<file path="src/rtl/sdr_ctrl_pkg.sv">
// Package: shared command codes, controller states and small helpers.
// Assumes active-low command lines ordered {cs_n, ras_n, cas_n, we_n}.
package sdr_ctrl_pkg;

    // Command codes on {cs_n, ras_n, cas_n, we_n}
    typedef enum logic [3:0] {
        CMD_LMR = 4'b0000,
        CMD_REF = 4'b0001,
        CMD_PRE = 4'b0010,
        CMD_ACT = 4'b0011,
        CMD_WR  = 4'b0100,
        CMD_RD  = 4'b0101,
        CMD_NOP = 4'b0111
    } sdr_cmd_e;

    // Sequencer states
    typedef enum logic [2:0] {
        ST_WAIT,
        ST_INIT_PRE,
        ST_INIT_REF_A,
        ST_INIT_REF_B,
        ST_INIT_LMR,
        ST_IDLE,
        ST_ACCESS
    } sdr_state_e;

    // Larger of two unsigned values, used to size counters
    function automatic int unsigned max_u(input int unsigned a, input int unsigned b);
        return (a > b) ? a : b;
    endfunction

endpackage

</file>
<file path="src/rtl/sdr_addr_map.sv">
// Module: splits a host word address into column, bank and row fields.
// Assumes the layout {row, bank, column} with column in the low bits.
module sdr_addr_map #(
    parameter int unsigned ROW_W  = 12,
    parameter int unsigned COL_W  = 8,
    parameter int unsigned BANK_W = 2,
    localparam int unsigned HADDR_W = ROW_W + BANK_W + COL_W
) (
    input  logic [HADDR_W-1:0] haddr_i,
    output logic [COL_W-1:0]   col_o,
    output logic [BANK_W-1:0]  bank_o,
    output logic [ROW_W-1:0]   row_o
);

    // Field extraction
    always_comb begin
        col_o  = haddr_i[COL_W-1:0];
        bank_o = haddr_i[COL_W +: BANK_W];
        row_o  = haddr_i[COL_W + BANK_W +: ROW_W];
    end

endmodule

</file>
<file path="src/rtl/sdr_refresh_timer.sv">
// Module: raises a refresh request REF_INTERVAL cycles after the last
// acknowledged refresh and holds it until acknowledged.
// Assumes ack_i is high in the cycle the REFRESH command is launched.
module sdr_refresh_timer #(
    parameter int unsigned REF_INTERVAL = 3800,
    localparam int unsigned CW = $clog2(REF_INTERVAL + 1)
) (
    input  logic clk,
    input  logic rst_n,
    input  logic ack_i,
    output logic pend_o
);

    logic [CW-1:0] cnt_q;

    // Interval counter and sticky request flag
    always_ff @(posedge clk) begin
        if (!rst_n) begin
            cnt_q  <= '0;
            pend_o <= 1'b0;
        end else if (ack_i) begin
            cnt_q  <= '0;
            pend_o <= 1'b0;
        end else begin
            if (cnt_q == CW'(REF_INTERVAL - 1)) begin
                pend_o <= 1'b1;
            end else begin
                cnt_q <= cnt_q + 1'b1;
            end
        end
    end

    AST_PEND_HOLDS: assert property (@(posedge clk) disable iff (!rst_n)
        (pend_o && !ack_i) |=> pend_o);

    AST_ACK_CLEARS: assert property (@(posedge clk) disable iff (!rst_n)
        ack_i |=> !pend_o);

endmodule

</file>
<file path="src/rtl/sdr_rd_capture.sv">
// Module: tracks READ commands on the bus and samples the data bus
// CAS_LAT cycles later, then presents it for one cycle.
// Assumes CAS_LAT is 2 or 3 and rd_issue_i is the READ on the pins.
module sdr_rd_capture #(
    parameter int unsigned DATA_W  = 16,
    parameter int unsigned CAS_LAT = 3
) (
    input  logic              clk,
    input  logic              rst_n,
    input  logic              rd_issue_i,
    input  logic [DATA_W-1:0] dq_i,
    output logic              rd_valid_o,
    output logic [DATA_W-1:0] rd_data_o
);

    logic [CAS_LAT-1:0] lat_q;

    // Latency pipeline: one bit per cycle since READ
    always_ff @(posedge clk) begin
        if (!rst_n) begin
            lat_q <= '0;
        end else begin
            lat_q <= {lat_q[CAS_LAT-2:0], rd_issue_i};
        end
    end

    // Data capture when the pipeline bit reaches the latency
    always_ff @(posedge clk) begin
        if (!rst_n) begin
            rd_valid_o <= 1'b0;
            rd_data_o  <= '0;
        end else begin
            rd_valid_o <= lat_q[CAS_LAT-1];
            if (lat_q[CAS_LAT-1]) begin
                rd_data_o <= dq_i;
            end
        end
    end

    AST_RD_VALID_LATENCY: assert property (@(posedge clk) disable iff (!rst_n)
        rd_valid_o |-> $past(rd_issue_i, CAS_LAT + 1));

endmodule

</file>
<file path="src/rtl/sdram_seq_ctrl.sv">
// Module: SDRAM command sequencer. Runs power-up initialisation, turns
// each host request into ACTIVE + READ/WRITE with auto-precharge,
// inserts refresh when due, and returns read data after CAS latency.
// Assumes one access in flight, timing parameters >= 1 clock,
// CAS_LAT of 2 or 3, and COL_W < AP_BIT < ROW_W.
module sdram_seq_ctrl #(
    parameter int unsigned DATA_W       = 16,
    parameter int unsigned ROW_W        = 12,
    parameter int unsigned COL_W        = 8,
    parameter int unsigned BANK_W       = 2,
    parameter int unsigned AP_BIT       = 10,
    parameter int unsigned CAS_LAT      = 3,
    parameter int unsigned T_INIT       = 25000,
    parameter int unsigned T_RP         = 3,
    parameter int unsigned T_RCD        = 3,
    parameter int unsigned T_RFC        = 16,
    parameter int unsigned T_MRD        = 2,
    parameter int unsigned T_WR         = 2,
    parameter int unsigned REF_INTERVAL = 3800,
    localparam int unsigned HADDR_W = ROW_W + BANK_W + COL_W
) (
    input  logic               clk,
    input  logic               rst_n,
    input  logic               req_valid,
    input  logic               req_write,
    input  logic [HADDR_W-1:0] req_addr,
    input  logic [DATA_W-1:0]  req_wdata,
    output logic               req_ready,
    output logic               rd_valid,
    output logic [DATA_W-1:0]  rd_data,
    output logic               mem_cs_n,
    output logic               mem_ras_n,
    output logic               mem_cas_n,
    output logic               mem_we_n,
    output logic [BANK_W-1:0]  mem_ba,
    output logic [ROW_W-1:0]   mem_addr,
    output logic [DATA_W-1:0]  mem_dq_out,
    output logic               mem_dq_oe,
    input  logic [DATA_W-1:0]  mem_dq_in
);
    import sdr_ctrl_pkg::*;

    localparam int unsigned RD_HOLD  = CAS_LAT + T_RP;
    localparam int unsigned WR_HOLD  = T_WR + T_RP;
    localparam int unsigned WAIT_MAX = max_u(max_u(max_u(T_INIT, RD_HOLD), max_u(WR_HOLD, T_RFC)),
                                             max_u(T_RCD, max_u(T_RP, T_MRD)));
    localparam int unsigned WCW      = $clog2(WAIT_MAX + 1);
    localparam logic [ROW_W-1:0] AP_MASK   = ROW_W'(1) << AP_BIT;
    localparam logic [ROW_W-1:0] MODE_WORD = ROW_W'(CAS_LAT) << 4;

    sdr_state_e          state_q, ret_q;
    logic [WCW-1:0]      wait_q;
    sdr_cmd_e            cmd_q;
    logic [BANK_W-1:0]   ba_q;
    logic [ROW_W-1:0]    addr_q;
    logic [DATA_W-1:0]   dq_q;
    logic                oe_q;
    logic                init_done_q;
    logic                write_q;
    logic [BANK_W-1:0]   bank_q;
    logic [COL_W-1:0]    col_q;
    logic [DATA_W-1:0]   wdata_q;

    logic [COL_W-1:0]    map_col;
    logic [BANK_W-1:0]   map_bank;
    logic [ROW_W-1:0]    map_row;
    logic                ref_pend;
    logic                ref_ack;

    sdr_addr_map #(
        .ROW_W (ROW_W),
        .COL_W (COL_W),
        .BANK_W(BANK_W)
    ) addr_map_i (
        .haddr_i(req_addr),
        .col_o  (map_col),
        .bank_o (map_bank),
        .row_o  (map_row)
    );

    sdr_refresh_timer #(
        .REF_INTERVAL(REF_INTERVAL)
    ) ref_timer_i (
        .clk   (clk),
        .rst_n (rst_n),
        .ack_i (ref_ack),
        .pend_o(ref_pend)
    );

    sdr_rd_capture #(
        .DATA_W (DATA_W),
        .CAS_LAT(CAS_LAT)
    ) rd_cap_i (
        .clk       (clk),
        .rst_n     (rst_n),
        .rd_issue_i(cmd_q == CMD_RD),
        .dq_i      (mem_dq_in),
        .rd_valid_o(rd_valid),
        .rd_data_o (rd_data)
    );

    // Refresh acknowledge: high when a REFRESH is being launched this edge
    always_comb begin
        ref_ack = (state_q == ST_INIT_REF_A) || (state_q == ST_INIT_REF_B) ||
                  ((state_q == ST_IDLE) && ref_pend);
    end

    // Host may hand over a request only when idle and no refresh is due
    always_comb begin
        req_ready = (state_q == ST_IDLE) && !ref_pend;
    end

    // Command sequencer: one command per launch, then a timed wait
    always_ff @(posedge clk) begin
        if (!rst_n) begin
            state_q     <= ST_WAIT;
            ret_q       <= ST_INIT_PRE;
            wait_q      <= WCW'(T_INIT - 1);
            cmd_q       <= CMD_NOP;
            ba_q        <= '0;
            addr_q      <= '0;
            dq_q        <= '0;
            oe_q        <= 1'b0;
            init_done_q <= 1'b0;
            write_q     <= 1'b0;
            bank_q      <= '0;
            col_q       <= '0;
            wdata_q     <= '0;
        end else begin
            cmd_q <= CMD_NOP;
            oe_q  <= 1'b0;
            case (state_q)
                ST_WAIT: begin
                    if (wait_q == '0) begin
                        state_q <= ret_q;
                    end else begin
                        wait_q <= wait_q - 1'b1;
                    end
                end
                ST_INIT_PRE: begin
                    cmd_q   <= CMD_PRE;
                    addr_q  <= AP_MASK;
                    wait_q  <= WCW'(T_RP - 1);
                    ret_q   <= ST_INIT_REF_A;
                    state_q <= ST_WAIT;
                end
                ST_INIT_REF_A: begin
                    cmd_q   <= CMD_REF;
                    wait_q  <= WCW'(T_RFC - 1);
                    ret_q   <= ST_INIT_REF_B;
                    state_q <= ST_WAIT;
                end
                ST_INIT_REF_B: begin
                    cmd_q   <= CMD_REF;
                    wait_q  <= WCW'(T_RFC - 1);
                    ret_q   <= ST_INIT_LMR;
                    state_q <= ST_WAIT;
                end
                ST_INIT_LMR: begin
                    cmd_q       <= CMD_LMR;
                    ba_q        <= '0;
                    addr_q      <= MODE_WORD;
                    init_done_q <= 1'b1;
                    wait_q      <= WCW'(T_MRD - 1);
                    ret_q       <= ST_IDLE;
                    state_q     <= ST_WAIT;
                end
                ST_IDLE: begin
                    if (ref_pend) begin
                        cmd_q   <= CMD_REF;
                        wait_q  <= WCW'(T_RFC - 1);
                        ret_q   <= ST_IDLE;
                        state_q <= ST_WAIT;
                    end else if (req_valid) begin
                        cmd_q   <= CMD_ACT;
                        ba_q    <= map_bank;
                        addr_q  <= map_row;
                        bank_q  <= map_bank;
                        col_q   <= map_col;
                        write_q <= req_write;
                        wdata_q <= req_wdata;
                        wait_q  <= WCW'(T_RCD - 1);
                        ret_q   <= ST_ACCESS;
                        state_q <= ST_WAIT;
                    end
                end
                ST_ACCESS: begin
                    ba_q    <= bank_q;
                    addr_q  <= ROW_W'(col_q) | AP_MASK;
                    ret_q   <= ST_IDLE;
                    state_q <= ST_WAIT;
                    if (write_q) begin
                        cmd_q  <= CMD_WR;
                        dq_q   <= wdata_q;
                        oe_q   <= 1'b1;
                        wait_q <= WCW'(WR_HOLD - 1);
                    end else begin
                        cmd_q  <= CMD_RD;
                        wait_q <= WCW'(RD_HOLD - 1);
                    end
                end
                default: begin
                    state_q <= ST_IDLE;
                end
            endcase
        end
    end

    // Pin mapping of the registered command and data
    always_comb begin
        {mem_cs_n, mem_ras_n, mem_cas_n, mem_we_n} = cmd_q;
        mem_ba     = ba_q;
        mem_addr   = addr_q;
        mem_dq_out = dq_q;
        mem_dq_oe  = oe_q;
    end

    // Checker state: cycles since the last ACTIVE on the pins, saturating
    localparam int unsigned GAP_W = $clog2(T_RCD + 2);
    logic [GAP_W-1:0] act_gap_q;

    // Track distance from ACTIVE for the row-to-column check
    always_ff @(posedge clk) begin
        if (!rst_n) begin
            act_gap_q <= '0;
        end else if (cmd_q == CMD_ACT) begin
            act_gap_q <= GAP_W'(1);
        end else if (act_gap_q != GAP_W'(T_RCD)) begin
            act_gap_q <= act_gap_q + 1'b1;
        end
    end

    AST_INIT_NOT_READY: assert property (@(posedge clk) disable iff (!rst_n)
        !init_done_q |-> !req_ready);

    AST_RW_AUTO_PRECHARGE: assert property (@(posedge clk) disable iff (!rst_n)
        (cmd_q == CMD_RD || cmd_q == CMD_WR) |-> mem_addr[AP_BIT]);

    AST_RCD_SPACING: assert property (@(posedge clk) disable iff (!rst_n)
        (cmd_q == CMD_RD || cmd_q == CMD_WR) |-> (act_gap_q >= GAP_W'(T_RCD)));

    AST_OE_WITH_WRITE: assert property (@(posedge clk) disable iff (!rst_n)
        mem_dq_oe |-> (cmd_q == CMD_WR));

    AST_REF_FIRST: assert property (@(posedge clk) disable iff (!rst_n)
        (state_q == ST_IDLE && ref_pend) |=> (cmd_q == CMD_REF));

    AST_ACCEPT_TO_ACTIVE: assert property (@(posedge clk) disable iff (!rst_n)
        (req_valid && req_ready) |=> (cmd_q == CMD_ACT));

endmodule

</file>
<file path="config.mk">
export PLATFORM = sky130hd
export DESIGN_NAME = sdram_seq_ctrl
export DESIGN_NICKNAME = d
export VERILOG_FILES = /design/src/rtl/sdr_ctrl_pkg.sv /design/src/rtl/sdr_addr_map.sv /design/src/rtl/sdr_refresh_timer.sv /design/src/rtl/sdr_rd_capture.sv /design/src/rtl/sdram_seq_ctrl.sv
export SDC_FILE = /design/constraint.sdc
export NUM_CORES = 1
export LEC_CHECK = 0
export BUFFER_PORTS_ARGS = -buffer_cell sky130_fd_sc_hd__buf_4
export CORE_MARGIN = 4
export CORE_UTILIZATION = 33
export DETAILED_ROUTE_END_ITERATION = 6
export PLACE_DENSITY = 0.58
export SYNTH_ARGS = -nofsm -noshare
export SYNTH_HDL_FRONTEND = slang
export SYNTH_HIERARCHICAL = 1
export SYNTH_SLANG_ARGS = --single-unit
</file>
<file path="constraint.sdc">
create_clock -name clk -period 3.9 [get_ports clk]
set_input_delay 0.78 -clock clk [delete_from_list [all_inputs] [get_ports clk]]
set_output_delay 0.78 -clock clk [all_outputs]
set_load 0.01 [all_outputs]
</file>
# After elaboration in Yosys (flattened, before gate mapping)
# Index checks and enable logic that the tools add are counted.
[word_totals]
register_bits = 116
input_bits = 58
wordCells = 80
output_inout_bits = 53
[op_classes]
muxes = 23
bitwise_logic = 2
n_reduce_logical = 23
n_addsub = 2
eq_ne = 13
[ops]
columns = ["cell", "n"]
rows = [
  ["one-hot mux 15 bit (6 select lines)", 1],
  ["one-hot mux 12 bit (4 select lines)", 1],
  ["two-way mux 15 bit", 3],
  ["one-hot mux 3 bit (5 select lines)", 2],
  ["two-way mux 12 bit", 2],
  ["two-way mux 3 bit", 7],
  ["zero test 15 bit", 1],
  ["subtractor 15 x 1 -> 15 bit, second input constant", 1],
  ["adder 12 x 1 -> 12 bit, second input constant", 1],
  ["equality test 12 bit, second input constant", 1],
  ["AND reduction 3 bit", 4],
  ["equality test 3 bit, second input constant", 3],
  ["one-hot mux 3 bit (3 select lines)", 1],
  ["!= test 2 bit, second input constant", 4],
  ["AND reduction 2 bit", 4],
  ["equality test 3 x 2 -> 1 bit, second input constant", 2],
  ["one-hot mux 2 bit (3 select lines)", 1],
  ["nonzero test 6 bit", 1],
  ["OR reduction 2 bit", 3],
  ["nonzero test 5 bit", 1],
  ["OR reduction 5 bit", 1],
  ["equality test 4 x 3 -> 1 bit, second input constant", 1],
  ["two-way mux 2 bit", 2],
  ["nonzero test 4 bit", 1],
  ["other kinds (9)", 14],
]

# Depth between registers and ports, before layout
[logic_depth]
depth_word = 4
mapped_depth = 9
depth_no_buf = 7

# By module
# Netlist, hierarchy kept.
[by_module_without_submodules]
columns = ["mod", "cells_each", "seq_area_each_um2", "area_per_inst_um2", "instances"]
rows = [
  ["sdram_seq_ctrl", 427, 1641.6, 3449.6, 1],
  ["sdr_rd_capture", 60, 400.4, 725.7, 1],
  ["sdr_refresh_timer", 72, 260.2, 638.1, 1],
  ["sdr_addr_map", 22, 0.0, 165.2, 1],
]

# Worst setup path after synthesis
# No wires, ideal clock.
[synth_path]
path_kind = "reg2reg"
start = "register wait_q[0]"
end = "register wait_q[2]"
setup_time_ns = 0.122
arrival_time_ns = 1.930
slack_ns = 1.848
path_stages_with_launch = 9
t_required_ns = 3.778
period_less_slack_ns = 2.052
n_path_buf = 1
path_cell_list = "dfxtp_1 > inv_1 > ha_1 > or3b_2 > nand4bb_1 > buf_6 > o21ai_4 > a21oi_1 > o32a_1"
[synth_between]
elab_chain_len = 3
word_cells_on_any_way = 6
classes_between = "add/sub (1); eq/ne (1); mux (2); reduce/logical (2)"
[synth_rtl]
columns = ["element", "line", "text"]
rows = [
  ["start, declared", "sdram_seq_ctrl.sv:52", "logic [WCW-1:0] wait_q;"],
  ["start signal, assigned", "sdram_seq_ctrl.sv:118", "wait_q <= WCW'(T_INIT - 1);"],
  ["start signal, assigned", "sdram_seq_ctrl.sv:137", "wait_q <= wait_q - 1'b1;"],
  ["start signal, assigned", "sdram_seq_ctrl.sv:143", "wait_q <= WCW'(T_RP - 1);"],
  ["subtractor 15 x 1 -> 15 bit or zero test 15 bit (tied branches)", "sdram_seq_ctrl.sv:137, sdram_seq_ctrl.sv:134", ""],
  ["two-way mux 15 bit or != test 2 bit (tied branches)", "--", ""],
  ["one-hot mux 15 bit (6 select lines) or AND reduction 3 bit (tied branches)", "--", ""],
]
# Parallel ways exist; a longest one is shown, timed or not. The select of a mux whose other input is x is not followed.
# A chain may end at the register's enable or synchronous reset.

# Worst setup path after layout
[layout_path]
start = "register state_q[2]"
end = "output port req_ready"
[layout_between]
elab_chain_len = 2
[layout_rtl]
columns = ["element", "line", "text"]
rows = [
  ["start, declared", "sdram_seq_ctrl.sv:51", "sdr_state_e state_q, ret_q;"],
  ["start signal, assigned", "sdram_seq_ctrl.sv:135", "state_q <= ret_q;"],
  ["equality test 3 bit", "sdram_seq_ctrl.sv:110", "req_ready = (state_q == ST_IDLE) && !ref_pend;"],
  ["logical AND 1 bit", "sdram_seq_ctrl.sv:110", ""],
  ["end, declared", "sdram_seq_ctrl.sv:28", "output logic req_ready,"],
]
# Every way passes these cells.

==> metrics.md <==
| Metric | Value |
|---|---|
| Outcome | finished clean |
| Number of nets with antenna violations after routing | 0 |
| Total of max-cap violations | 0 |
| DR iter-0 viols | 281 |
| Total track usage | 0.145 |
| Main flop type after synthesis | dfxtp_1 |
| Layout cell share with drive strength beyond 1 | 0.232 |
| Inst Count DP | 823 |
| Hold Path End | rd_cap_i/lat_q[1] |
| Fmax | 377 MHz |
| Die Y-Extent | 131 um |
| Net count of the finished layout | 718 |
| Wire length reported by the detailed router | 11900 um |
| Data arrival time at the worst-slack endpoint | 1870 ps |
| Pin count of the biggest net entering global routing | 66 |
| Horizontal die dimension | 131 um |
| Top cell type's share of synthesized area | 0.462 |
| Number of enable-type register cells in the synthesized netlist | 0 |
| Reg-to-reg slack, setup | 1290 ps |
| Required time worst endpoint | 3120 ps |
| Commonest cells in the netlist | dfxtp_1, nand2_1, a21oi_1 |
| Post-Synthesis Net Count | 641 |
| Routing layer with the top usage in global route | met2 |
| Setup repair after global routing missed its margin | no |
| Leftover overflow at the end of global routing | 0 |
| Flip-flop and latch count after synthesis | 115 |
| Clock transition at the registers of the reported paths | 50 ps |
| Layout Area Growth over Synthesis | 25.8% |
| Number of global-route vias before repair | 4207 |
| Routed vias/inst | 4.89 |
| Distinct cells, synth | 67 |
| I/O pin count | 111 |
| Most instantiated library cell after synthesis | dfxtp_1 |
| Critical-path maximum fanout | 25 |
| Met1 global-route usage | 0.172 |
| Peak supply drop | 253 uV |
| Worst r2r src | wait_q[0] |
| TritonCTS sink count | 115 |
| Max Slew Vio Count | 0 |
| Cell count of the worst reg-to-reg path | 7 |
| Final clock period utilization by the worst path | 0.680 |
| Fill cell total of the finished layout | 1452 |
| Critical Path Start Type | flip-flop |
| Min-Delay Startpoint | rd_cap_i/lat_q[0] |
| Utilization of the core after routing | 0.428 |
| Initial antenna violation count | 0 |
| Slew HR | 0.285 |
| Capturing element type of the critical path | output port |
| Area of the placeable core | 14600 um^2 |
| Final Wtd Congestion | 0.806 |
| Crit path time final | 2650 ps |
| WS Path Type | flip-flop to output port |
| Number of cells on the worst hold path | 1 |
| Non-filler instance count after layout | 855 |
| Cell type with the largest total area after synthesis | dfxtp_1 |
| Setup clock skew after layout | 7.34 ps |
| Final-report hold violation count | 0 |
| Async set or reset register ratio after synthesis | 0 |
| M2 GR Usage | 0.234 |
| Hold Buf Count CTS | 0 |
| Count of buffers inserted at the top-level ports | 109 |
| Setup Total Neg Slack | 0 ps |
| Final Setup Violations | 0 |
| Register area share after synthesis | 0.462 |
| Leakage power figure | 2.30 nW |
| Total power per unit cell area | 430 nW/um^2 |
| Total of cells resized after clock tree synthesis | 0 |
| Floorplan row count | 44 |
| Slew at the pin closest to its max-slew limit | 1070 ps |
| Met3 usage in global routing | 0.0630 |
| Cells taking the most area after synthesis | dfxtp_1, nand2_1, a21oi_1 |
| Total number of H-tree levels | 4 |
| Number of instances in the synthesized netlist | 581 |
| Min-Delay Path Class | flip-flop to flip-flop |
| Via count | 4181 |
| CTS Root Buffer Type | clkbuf_16 |
| Wire length of the first global-routing pass | 19800 um |
| Drt wl/cell | 13.9 um |
| Clock tree from TritonCTS | built |
| 1st-pass router iterations | 4 |
| Total die area | 17100 um^2 |
| Total half-perimeter wirelength after legalization and detailed placement | 8400 um |
| Effective utilization at floorplan | 0.340 |
| Setup Fix Bufs, Post-CTS | 0 |
| TritonCTS buffer count | 17 |
| Netlist Area Pre-Place | 4980 um^2 |
| Syn avg cell area | 8.57 um^2 |
| Antenna diodes | 0 |
| Count of warnings emitted by yosys | 6 |
| Clock insertion delay at the later pin of the skew report | 410 ps |
| Number of remaining DRC errors | 0 |
| End of the worst register-to-register path | wait_q[1] |
| Maximum clock path buffer count | 2 |
kinds of logic after synthesis:
logic type | Yosys count | share of synthesized area
flops | 115 | 0.462
other cells | 1 | 0.000753
mux | 19 | 0.0385
xor+xnor | 9 | 0.0158
fa+ha+maj | 2 | 0.00503
compound gates | 133 | 0.172
simple gates | 239 | 0.231
buf+inv | 63 | 0.0741
layout make-up:
class / instances / area (um^2) / share of cell area
Tap cell: 184 / 230 / 0.0368
Sequential cell: 115 / 2300 / 0.368
Inverter: 11 / 41.3 / 0.00659
Clock inverter: 13 / 101 / 0.0162
Timing Repair Buffer: 110 / 826 / 0.132
Clock buffer: 19 / 453 / 0.0723
Multi-Input combinational cell: 403 / 2310 / 0.369
registers in the layout, indices dropped and copies added, names as in the netlist, 3 cells and up:
register            count
wdata_q                16
rd_cap_i/lat_q          3
rd_cap_i/rd_data_o     16
mem_dq_out             16
wait_q                 15
cmd_q                   3
col_q                   8
mem_addr               12
state_q                 3
ref_timer_i/cnt_q      12
ret_q                   3
worst max-delay path by stage:
stage,startpoint,endpoint,slack (ps),cells past startpoint
6_report,state_q[2],req_ready,1250,3
5_1_grt,state_q[2],req_ready,1050,3
4_1_cts,state_q[2],req_ready,1220,3
3_5_place_dp,wait_q[0],wait_q[1],1330,7
3_3_place_gp,state_q[2],wdata_q[9],1400,5
2_1_floorplan,wait_q[0],wait_q[2],1850,8
routing by layer:
metal,vias to the layer above,wire (um)
li1,2154,-
met1,1917,5360
met2,104,5660
met3,6,832
met4,0,70
met5,-,0
power breakdown:
part	switching, W	leakage [nW]	internal (W)	total, W
sequential	0.00000710	0.928	0.00118	0.00119
clock	0.000564	0.262	0.000850	0.00141
combinational	0.0000383	1.11	0.0000499	0.0000882
total	0.000609	2.30	0.00208	0.00269
through the flow:
step                      instance area (um^2)  setup slack [ps]  power [W]  hold WS, ps
final                                     6260              1250    0.00269          423
after global routing                      6260              1050    0.00281          463
after CTS                                 6260              1220    0.00274          426
after detailed placement                  5710              1330    0.00130          411
after global placement                    5710              1400    0.00130          407
after floorplan                           4980              1850    0.00126          406
worst max-delay path, cell delays in order (launching register included):
cell and delay (ps):
dfxtp_1 820, nand3b_1 230, nor2_1 240, buf_4 170
layout by cell type (no fill, tap or decap), types with 2 or more instances in the layout:
cell          n
or3_1         3
o21ai_0      10
nand3b_1      2
clkinvlp_4    4
ha_1          2
clkinv_2      2
a32oi_1       2
clkbuf_16    17
clkinv_4      4
inv_1         9
nand4_1       5
o31ai_1       4
a21oi_1      65
nor4_1        5
or4_1         4
nor2_1       32
nor3_1       11
buf_4       110
inv_2         2
a22oi_1       3
xor2_1        9
and3_1        2
clkbuf_8      2
mux2i_1      18
o311ai_0      3
a211oi_1      2
nand2b_1      8
a21o_1        4
nand2_1     114
dfxtp_1     115
o21a_1        5
and2_1        6
a22o_1        8
o211ai_1      8
nand3_1      19
inv_6         3
a221oi_1      2
nor2b_1      17
No activity file was read; power rests on OpenSTA's default activity.
